--- src/rtl/tuner_ctrl_pkg.sv ---
package tuner_ctrl_pkg;
  localparam int DIV_W  = 15;
  localparam int REF_W  = 5;
  localparam int CP_W   = 2;
  localparam int BAND_W = 2;
  localparam int PORT_W = 4;
  localparam int TEST_W = 3;
  localparam int HI_W   = DIV_W - 8;
  localparam logic [4:0] ADDR_PREFIX = 5'b11000;

  typedef enum logic [2:0] {
    ST_IDLE, ST_ADDR, ST_WR, ST_ACK, ST_RD, ST_RACK
  } i2c_state_e;
endpackage

--- src/rtl/tuner_i2c_sampler.sv ---
module tuner_i2c_sampler #(
  parameter int STAGES = 2
) (
  input  logic clk_i,
  input  logic rst_ni,
  input  logic scl_i,
  input  logic sda_i,
  output logic scl_s_o,
  output logic sda_s_o,
  output logic scl_rise_o,
  output logic scl_fall_o,
  output logic start_o,
  output logic stop_o
);
  logic [STAGES-1:0] scl_p, sda_p;
  logic scl_q, sda_q;

  always_ff @(posedge clk_i or negedge rst_ni) begin
    if (!rst_ni) begin
      scl_p <= '1;
      sda_p <= '1;
      scl_q <= 1'b1;
      sda_q <= 1'b1;
    end else begin
      scl_p <= {scl_p[STAGES-2:0], scl_i};
      sda_p <= {sda_p[STAGES-2:0], sda_i};
      scl_q <= scl_p[STAGES-1];
      sda_q <= sda_p[STAGES-1];
    end
  end

  assign scl_s_o    = scl_p[STAGES-1];
  assign sda_s_o    = sda_p[STAGES-1];
  assign scl_rise_o = scl_s_o & ~scl_q;
  assign scl_fall_o = ~scl_s_o & scl_q;
  // data edges while clock stays high
  assign start_o    = scl_s_o & scl_q & sda_q & ~sda_s_o;
  assign stop_o     = scl_s_o & scl_q & ~sda_q & sda_s_o;
endmodule

--- src/rtl/tuner_i2c_engine.sv ---
module tuner_i2c_engine
  import tuner_ctrl_pkg::*;
(
  input  logic       clk_i,
  input  logic       rst_ni,
  input  logic       scl_s_i,
  input  logic       sda_s_i,
  input  logic       scl_rise_i,
  input  logic       scl_fall_i,
  input  logic       start_i,
  input  logic       stop_i,
  input  logic [1:0] strap_i,
  input  logic [7:0] status_i,
  output logic       sda_oe_o,
  output logic       byte_done_o,
  output logic [7:0] byte_o,
  output logic       rd_stop_o
);
  i2c_state_e state_q;
  logic [7:0] sh_q, tx_q;
  logic [3:0] cnt_q;
  logic       oe_q, rw_q, macked_q, rd_sess_q;
  logic       last_bit;

  assign last_bit = (cnt_q == 4'd8);

  always_ff @(posedge clk_i or negedge rst_ni) begin
    if (!rst_ni) begin
      state_q   <= ST_IDLE;
      sh_q      <= '0;
      tx_q      <= '0;
      cnt_q     <= '0;
      oe_q      <= 1'b0;
      rw_q      <= 1'b0;
      macked_q  <= 1'b0;
      rd_sess_q <= 1'b0;
    end else if (start_i) begin
      state_q   <= ST_ADDR;
      cnt_q     <= '0;
      oe_q      <= 1'b0;
      rd_sess_q <= 1'b0;
    end else if (stop_i) begin
      state_q   <= ST_IDLE;
      oe_q      <= 1'b0;
      rd_sess_q <= 1'b0;
    end else begin
      unique case (state_q)
        ST_ADDR, ST_WR: begin
          if (scl_rise_i) begin
            sh_q  <= {sh_q[6:0], sda_s_i};
            cnt_q <= cnt_q + 4'd1;
          end else if (scl_fall_i && last_bit) begin
            if (state_q == ST_WR) begin
              oe_q    <= 1'b1;
              state_q <= ST_ACK;
            end else if (sh_q[7:1] == {ADDR_PREFIX, strap_i}) begin
              oe_q      <= 1'b1;
              rw_q      <= sh_q[0];
              rd_sess_q <= sh_q[0];
              state_q   <= ST_ACK;
            end else begin
              state_q <= ST_IDLE;
            end
          end
        end
        ST_ACK: if (scl_fall_i) begin
          cnt_q <= '0;
          if (rw_q) begin
            tx_q    <= status_i;
            oe_q    <= ~status_i[7];
            state_q <= ST_RD;
          end else begin
            oe_q    <= 1'b0;
            state_q <= ST_WR;
          end
        end
        ST_RD: begin
          if (scl_rise_i) begin
            cnt_q <= cnt_q + 4'd1;
          end else if (scl_fall_i) begin
            if (last_bit) begin
              oe_q    <= 1'b0;
              state_q <= ST_RACK;
            end else begin
              tx_q <= {tx_q[6:0], 1'b0};
              oe_q <= ~tx_q[6];
            end
          end
        end
        ST_RACK: begin
          if (scl_rise_i) begin
            macked_q <= ~sda_s_i;
          end else if (scl_fall_i) begin
            if (macked_q) begin
              cnt_q   <= '0;
              tx_q    <= status_i;
              oe_q    <= ~status_i[7];
              state_q <= ST_RD;
            end else begin
              state_q <= ST_IDLE;  // internal stop
            end
          end
        end
        default: ;
      endcase
    end
  end

  assign sda_oe_o    = oe_q;
  assign byte_o      = sh_q;
  assign byte_done_o = (state_q == ST_WR) && scl_fall_i && last_bit && !start_i && !stop_i;
  assign rd_stop_o   = stop_i && rd_sess_q;

  assert_oe_low_clock_R2: assert property (@(posedge clk_i) disable iff (!rst_ni)
    $rose(oe_q) |-> !scl_s_i);
  assert_release_on_stop_R10: assert property (@(posedge clk_i) disable iff (!rst_ni)
    stop_i |=> !oe_q);
  assert_idle_quiet_R10: assert property (@(posedge clk_i) disable iff (!rst_ni)
    (state_q == ST_IDLE) |-> !oe_q);
endmodule

--- src/rtl/tuner_ctrl_regs.sv ---
module tuner_ctrl_regs
  import tuner_ctrl_pkg::*;
(
  input  logic              clk_i,
  input  logic              rst_ni,
  input  logic              byte_done_i,
  input  logic [7:0]        byte_i,
  input  logic              start_i,
  input  logic              stop_i,
  input  logic              rd_stop_i,
  input  logic              lock_i,
  input  logic              pwr_fail_i,
  output logic [7:0]        status_o,
  output logic [DIV_W-1:0]  div_o,
  output logic [REF_W-1:0]  ref_code_o,
  output logic [CP_W-1:0]   cp_code_o,
  output logic [BAND_W-1:0] band_o,
  output logic              if_sel_o,
  output logic [PORT_W-1:0] port_o,
  output logic              test_en_o,
  output logic [TEST_W-1:0] test_code_o,
  output logic [1:0]        cp_mode_o,
  output logic [1:0]        mon_sel_o
);
  logic [DIV_W-1:0]  div_q;
  logic [HI_W-1:0]   pend_hi_q;
  logic              pend_vld_q, second_q, ctrl_pair_q, por_q;
  logic [REF_W-1:0]  ref_q;
  logic [CP_W-1:0]   cp_q;
  logic [BAND_W-1:0] band_q;
  logic              if_q, te_q;
  logic [PORT_W-1:0] port_q;
  logic [TEST_W-1:0] test_q;
  logic              fl;

  always_ff @(posedge clk_i or negedge rst_ni) begin
    if (!rst_ni) begin
      div_q       <= '0;
      pend_hi_q   <= '0;
      pend_vld_q  <= 1'b0;
      second_q    <= 1'b0;
      ctrl_pair_q <= 1'b0;
      ref_q       <= '0;
      cp_q        <= '0;
      band_q      <= '0;
      if_q        <= 1'b0;
      te_q        <= 1'b0;
      port_q      <= '0;
      test_q      <= '0;
    end else if (start_i) begin
      pend_vld_q <= 1'b0;  // repeated start drops pending word
      second_q   <= 1'b0;
    end else if (stop_i) begin
      if (pend_vld_q) div_q <= {pend_hi_q, div_q[7:0]};
      pend_vld_q <= 1'b0;
      second_q   <= 1'b0;
    end else if (byte_done_i) begin
      second_q <= ~second_q;
      if (!second_q) begin
        ctrl_pair_q <= byte_i[7];
        if (byte_i[7]) begin
          cp_q  <= byte_i[6:5];
          ref_q <= byte_i[4:0];
        end else begin
          pend_hi_q  <= byte_i[HI_W-1:0];
          pend_vld_q <= 1'b1;
        end
      end else if (!ctrl_pair_q) begin
        div_q      <= {pend_hi_q, byte_i};
        pend_vld_q <= 1'b0;
      end else begin
        if_q   <= byte_i[7];
        band_q <= byte_i[6:5];
        te_q   <= byte_i[4];
        if (byte_i[4]) begin
          test_q <= byte_i[3:1];
          port_q <= '0;
        end else begin
          test_q <= '0;
          port_q <= byte_i[3:0];
        end
      end
    end
  end

  always_ff @(posedge clk_i or negedge rst_ni) begin
    if (!rst_ni)         por_q <= 1'b1;
    else if (pwr_fail_i) por_q <= 1'b1;
    else if (rd_stop_i)  por_q <= 1'b0;
  end

  always_comb begin
    fl        = lock_i;
    cp_mode_o = 2'b00;
    mon_sel_o = 2'b00;
    if (te_q) begin
      cp_mode_o = test_q[1:0];
      if (test_q[1:0] != 2'b00) fl = (test_q[1:0] == 2'b11);
      if (test_q[2]) mon_sel_o = (test_q[1:0] == 2'b00) ? 2'b01 : 2'b10;
    end
  end

  assign status_o    = {por_q, fl, 6'b0};
  assign div_o       = div_q;
  assign ref_code_o  = ref_q;
  assign cp_code_o   = cp_q;
  assign band_o      = band_q;
  assign if_sel_o    = if_q;
  assign port_o      = port_q;
  assign test_en_o   = te_q;
  assign test_code_o = test_q;

  assert_div_hold_R3: assert property (@(posedge clk_i) disable iff (!rst_ni)
    !(byte_done_i || stop_i) |=> $stable(div_q));
  assert_por_set_R9: assert property (@(posedge clk_i) disable iff (!rst_ni)
    pwr_fail_i |=> por_q);
  assert_test_ports_off_R11: assert property (@(posedge clk_i) disable iff (!rst_ni)
    te_q |-> (port_q == '0));
  assert_mon_onehot_R12: assert property (@(posedge clk_i) disable iff (!rst_ni)
    $onehot0(mon_sel_o));
endmodule

--- src/rtl/tuner_i2c_ctrl.sv ---
module tuner_i2c_ctrl
  import tuner_ctrl_pkg::*;
#(
  parameter int SYNC_STAGES = 2
) (
  input  logic              clk_i,
  input  logic              rst_ni,
  input  logic              scl_i,
  input  logic              sda_i,
  output logic              sda_oe_o,
  input  logic [1:0]        strap_i,
  input  logic              lock_i,
  input  logic              pwr_fail_i,
  output logic [DIV_W-1:0]  div_o,
  output logic [REF_W-1:0]  ref_code_o,
  output logic [CP_W-1:0]   cp_code_o,
  output logic [BAND_W-1:0] band_o,
  output logic              if_sel_o,
  output logic [PORT_W-1:0] port_o,
  output logic              test_en_o,
  output logic [TEST_W-1:0] test_code_o,
  output logic [1:0]        cp_mode_o,
  output logic [1:0]        mon_sel_o
);
  logic scl_s, sda_s, scl_rise, scl_fall, start, stop;
  logic byte_done, rd_stop;
  logic [7:0] byte_val, status;

  tuner_i2c_sampler #(.STAGES(SYNC_STAGES)) u_sampler (
    .clk_i, .rst_ni, .scl_i, .sda_i,
    .scl_s_o(scl_s), .sda_s_o(sda_s), .scl_rise_o(scl_rise),
    .scl_fall_o(scl_fall), .start_o(start), .stop_o(stop)
  );

  tuner_i2c_engine u_engine (
    .clk_i, .rst_ni, .scl_s_i(scl_s), .sda_s_i(sda_s),
    .scl_rise_i(scl_rise), .scl_fall_i(scl_fall),
    .start_i(start), .stop_i(stop), .strap_i, .status_i(status),
    .sda_oe_o, .byte_done_o(byte_done), .byte_o(byte_val), .rd_stop_o(rd_stop)
  );

  tuner_ctrl_regs u_regs (
    .clk_i, .rst_ni, .byte_done_i(byte_done), .byte_i(byte_val),
    .start_i(start), .stop_i(stop), .rd_stop_i(rd_stop),
    .lock_i, .pwr_fail_i, .status_o(status),
    .div_o, .ref_code_o, .cp_code_o, .band_o, .if_sel_o, .port_o,
    .test_en_o, .test_code_o, .cp_mode_o, .mon_sel_o
  );
endmodule

--- config.mk ---
export PLATFORM = sky130hd
export DESIGN_NAME = tuner_i2c_ctrl
export DESIGN_NICKNAME = d
export VERILOG_FILES = /design/src/rtl/tuner_ctrl_pkg.sv /design/src/rtl/tuner_i2c_sampler.sv /design/src/rtl/tuner_i2c_engine.sv /design/src/rtl/tuner_ctrl_regs.sv /design/src/rtl/tuner_i2c_ctrl.sv
export SDC_FILE = /design/constraint.sdc
export NUM_CORES = 1
export LEC_CHECK = 0
export ABC_AREA = 0
export BUFFER_PORTS_ARGS = -buffer_cell sky130_fd_sc_hd__buf_2
export CAP_MARGIN = 20
export CORE_MARGIN = 2
export CORE_UTILIZATION = 60
export CTS_CLUSTER_SIZE = 25
export DETAILED_ROUTE_END_ITERATION = 6
export PLACE_DENSITY = 0.83
export SLEW_MARGIN = 5
export SYNTH_ARGS = -nofsm -noshare
export SYNTH_HDL_FRONTEND = slang
export SYNTH_SLANG_ARGS = --single-unit
--- constraint.sdc ---
create_clock -name clk_i -period 2.9 [get_ports clk_i]
set_input_delay 0.87 -clock clk_i [delete_from_list [all_inputs] [get_ports clk_i]]
set_output_delay 0.87 -clock clk_i [all_outputs]
set_load 0.1 [all_outputs]
### Word level (Yosys, flattened, before mapping)

Index checks and enable logic that the tools add are counted.

* register bits: 76
* input port bits: 8

* $add $sub $neg: 1
* equality and inequality tests: 38
* mux-type cells: 78
* bitwise logic cells: 20
* reductions and logical operators: 37

Operators by type and width (count)
* 15-bit two-way mux: 5
* 7-bit two-way mux: 8
* 3-bit two-way mux: 14
* 1-bit two-way mux: 34
* 4-bit two-way mux: 8
* 5-bit AND reduction: 6
* 4-bit by 1-bit != test with 1-bit output (second input constant): 7
* 7-bit case mux with 3 select lines: 1
* 3-bit by 1-bit != test with 1-bit output (second input constant): 6
* 3-bit nonzero test: 5
* 2-bit by 1-bit != test with 1-bit output (second input constant): 7
* 7-bit AND reduction: 2
* 1-bit NOT: 13
* 4-bit by 2-bit != test with 1-bit output (second input constant): 3
* 3-bit case mux with 4 select lines: 1
* 4-bit case mux with 3 select lines: 1
* 4-bit AND reduction: 3
* 11-bit AND reduction: 1
* 2-bit two-way mux: 5
* 10-bit AND reduction: 1
* 9-bit AND reduction: 1
* 2-bit != test (second input constant): 4
* 2-bit nonzero test: 4
* 1-bit bitwise AND: 7
* 19 further kinds: 27

### Logic depth before layout (Yosys ltp)

* depth in word-level cells: 9
* depth in mapped cells: 8
* gate-level depth less buffers: 6

### Hierarchy

From an unflattened synthesis, not the netlist that was laid out.

* cell total of the unflattened synthesis: 299
* area, all modules: 3737.3 um^2

Modules (own cells, without submodules)
* tuner_ctrl_regs: times used 1, cells each 134, area an instance 1890.6 um^2, seq. area each 1102.3 um^2
* tuner_i2c_engine: times used 1, cells each 155, area an instance 1656.6 um^2, seq. area each 650.6 um^2
* tuner_i2c_sampler: times used 1, cells each 10, area an instance 190.2 um^2, seq. area each 157.7 um^2

### Least setup slack after synthesis

No wires, ideal clock.

* path kind: register -> output
* from: register u_regs.te_q, in the netlist u_regs.test_en_o
* to: output port mon_sel_o[0]
* arrival: 3.158 ns
* path slack: -1.128 ns
* cell stages (with the launch flop): 3
* path buffers: 0
* cell sequence: dfrtp_1 > nand2_1 > nor3_1

* word-level cells in the longest chain between the ends: 1

Ends and longest elaborated chain
* start, declared: line tuner_ctrl_regs.sv:31 `logic if_q, te_q;`
* start signal, assigned: line tuner_ctrl_regs.sv:74 `te_q <= byte_i[4];`
* 2-bit two-way mux: line tuner_ctrl_regs.sv:96 `if (te_q) begin`
* end, declared: line tuner_i2c_ctrl.sv:23 `output logic [1:0] mon_sel_o`

No other way between the ends.

### Worst setup path after layout

Same ends and word-level chain as after synthesis.

==> summary.md <==
| Metric | Value |
|---|---|
| Worst Hold Class | `reg -> reg` |
| Clock Latency Late Sink | `0.35 ns` |
| Synth Flop Type | `dfrtp_1` |
| Synth Instances | `about 280` |
| Pwr dens | `556 nW/um^2` |
| Mean Syn Cell Area | `12.0 um^2` |
| Post-Synth Simple-Gate Area | `~15%` |
| Startpoint Class | `flop` |
| Hold Path Cell Cnt | `0` |
| Mapped Area | `3340 um^2` |
| Max-cap violations | `0` |
| Switching power of the nets | `0.565 mW` |
| Critical path type | `reg -> out` |
| Final hold vios | `0` |
| Ports | `46` |
| DRT Pass-1 Iters | `4` |
| Seq cells post-synth | `70` |
| Library cells used by synthesis | `60` |
| Sequential power share | `a little over half` |
| Commonest non-fill, non-tap cell in the layout | `dfrtp_1` |
| Layout cells sized above 1 | `37.7%` |
| # nets final | `334` |
| Core area | `5440 um^2` |
| XOR/XNOR Fraction of Synth Area | `about 1.8%` |
| Rel. slew slack | `~62%` |
| Chip height | `~79 um` |
| Initial DRC count | `176` |
| H-tree Lvls | `3` |
| Design Power | `2.13 mW` |
| Compound-Gate Fraction of Synth Area | `between 10 and 15%` |
| Total negative slack | `0 ns` |
| Fill cell count | `390` |
| EDFF count, synth | `0` |
| Clock Skew | `0.00875 ns` |
| Global route total overflow | `0` |
| Worst EP required | `2.03 ns` |
| Crit. Startpoint | `u_regs.test_en_o` |
| CTS Root Cell | `clkbuf_8` |
| Minimum clock period | `2.29 ns` |
| Mux contribution to synthesized area | `about 14%` |
| Initial antenna violation count | `0` |
| Fmax | `437 MHz` |
| Die area | `6170 um^2` |
| Pint | `1.56 mW` |
| Status | `finished, final reports clean` |
| Post-DP HPWL | `4910 um` |
| Leakage | `1.97 nW` |
| Clock-pin slew on the worst setup and hold paths | `0.08 ns` |
| Adder-cell share of the synthesized area | `1.05%` |
| Final setup vio count | `0` |
| Die Wd | `78.6 um` |
| Worst R2R Setup Slack | `0.64 ns` |
| Via density | `roughly 5.9` |
| Crit-path max cell delay | `around 0.44 ns` |
| Post-synthesis sequential area ratio | `52.8%` |
| Starting Density | `about three fifths` |
| Synthesized net count | `288` |
| CTS tree | `yes` |
| Final WL | `6980 um` |
| Clock Sinks | `70` |
| Clk pwr share | `38.7%` |
| Largest family of logic cells by synthesized area | `simple AND/OR/NAND/NOR gates` |
| Rows | `27` |
| Hold_buf cts | `0` |
| Most frequent cells in the layout | `63 x dfrtp_1, 45 x buf_2, 41 x mux2_2` |
| GR Util All Layers | `approximately 25%` |
| Min-Delay Endpoint | `u_sampler.sda_p[1]` |
| Worst vdd ir | `0.645 mV` |
| Period utilization | `79.0%` |
| Worst-Margin Slew | `0.564 ns` |
| Critical-path cell list | `nand2_1 -> nor3_2 -> buf_2` |
| Switching share of power | `26.6%` |
| Post-CTS Setup Bufs | `0` |
| # resized after CTS | `0` |
| # diodes | `0` |
| Vias in the first global route | `approximately 2,400` |
| CP arrival | `1.42 ns` |
| DRC Markers | `0` |
| PortBufs | `45` |
| CP endpoint kind | `output port` |
| CTS Buffer Depth | `2` |
| Startpoint of the lowest-slack hold path | `u_sampler.sda_p[0]` |
| DRT antenna net count | `0` |
| Slowest CP cell | `buf_2` |
| DR WL/cell | `17.4 um` |
| Vias | `2,380` |
| TritonCTS buffer count | `9` |
| Async SR Flop Fraction | `100%` |
| Reg2reg end | `u_regs.div_o[3]` |
| Logic pwr share | `8.2%` |
| RR Startpoint | `u_engine.cnt_q[0]` |
| Crit path max fanout | `6` |
| Final count of pins violating max slew | `0` |
| Unrepaired setup endpoints after global routing | `no` |
| Synth warn | `0` |
| First-pass GRT wire length | `11,700 um` |
| Largest net degree at the start of global routing | `27` |
| Worst R2R Path Depth | `6` |
| GPL Wtd Cong | `0.918` |
| Synth-to-layout area growth | `14.7%` |
worst max-delay path: cells and delay by family (launching register included):
kind / cells / cell delay [ns]
buf+inv: 1 / 0.44
flops: 1 / 0.41
simple gates: 2 / 0.22
power by group through the flow:
stage                     Sequential [mW]  Clock (mW)  Combinational (mW)
after floorplan                      1.10           0               0.130
after global placement               1.14           0               0.165
after detailed placement             1.15           0               0.176
after CTS                            1.13       0.833               0.176
after global routing                 1.14       0.879               0.195
final                                1.13       0.823               0.174
synthesized netlist by cell type (all sizes together), types with 6 or more instances:
library cell  instances  area [um^2]
nor2                 11         43.8
dfstp                 7          184
mux2                 41          462
nor2b                 6         37.5
nand2b                9         56.3
clkbuf                6         22.5
o21ai                24          124
nand2                11         41.3
buf                   7         41.3
dfrtp                63         1580
inv                   7         26.3
cell type report:
class	count	area, um^2	share of cell area, %
clock buffer	12	155	4.05
tap	72	90.1	2.35
inverter	7	26.3	0.686
clock inverter	4	55.1	1.44
sequential	70	1760	46.0
timing repair buffer	48	248	6.47
multi-input combinational	188	1490	39.0
registers in the layout, indices dropped and copies added (netlist names), 3 cells and up:
register	count
u_regs.port_o	4
u_engine.state_q	3
u_regs.ref_code_o	5
u_engine.cnt_q	4
u_regs.pend_hi_q	7
u_regs.test_code_o	3
u_engine.byte_o	8
u_regs.div_o	15
cell families after synthesis:
kind of cell,count (synthesis)
and+or+nand+nor,76
DFF,70
AOI/OAI and AO/OA,60
muxes,42
buffers and inverters,20
xor gates and xnor gates,7
adders and majority gates,3
metrics by stage:
stage	cell area, um^2	utilization [%]	cells	hold slack (ns)	setup slack [ns]
final	3830	70.4	401	0.358	0.610
after global routing	3830	70.4	401	0.366	0.507
after global placement	3620	66.5	385	0.346	0.737
after floorplan	3340	-	278	0.345	-0.332
after CTS	3830	70.4	401	0.358	0.604
after detailed placement	3620	66.5	385	0.347	0.654
worst max path at each step:
stage          cells past startpoint  slack [ns]                   end
2_1_floorplan                      2       -0.33          mon_sel_o[0]
3_3_place_gp                       4        0.74  u_regs.ref_code_o[3]
3_5_place_dp                       6        0.65   u_regs.pend_hi_q[5]
4_1_cts                            3        0.60          mon_sel_o[0]
5_1_grt                            3        0.51          mon_sel_o[0]
6_report                           3        0.61          mon_sel_o[0]
per-layer routing:
metal	track usage (%)	share of wire, %	routed length, um	up-vias
met5	0	0	0	-
met1	32.7	45	3130	1201
met2	39.7	49	3430	46
met3	5.75	3.3	232	17
li1	-	-	-	1116
met4	11.1	2.7	186	0
Note: power is estimated with default switching activity, not from simulation.
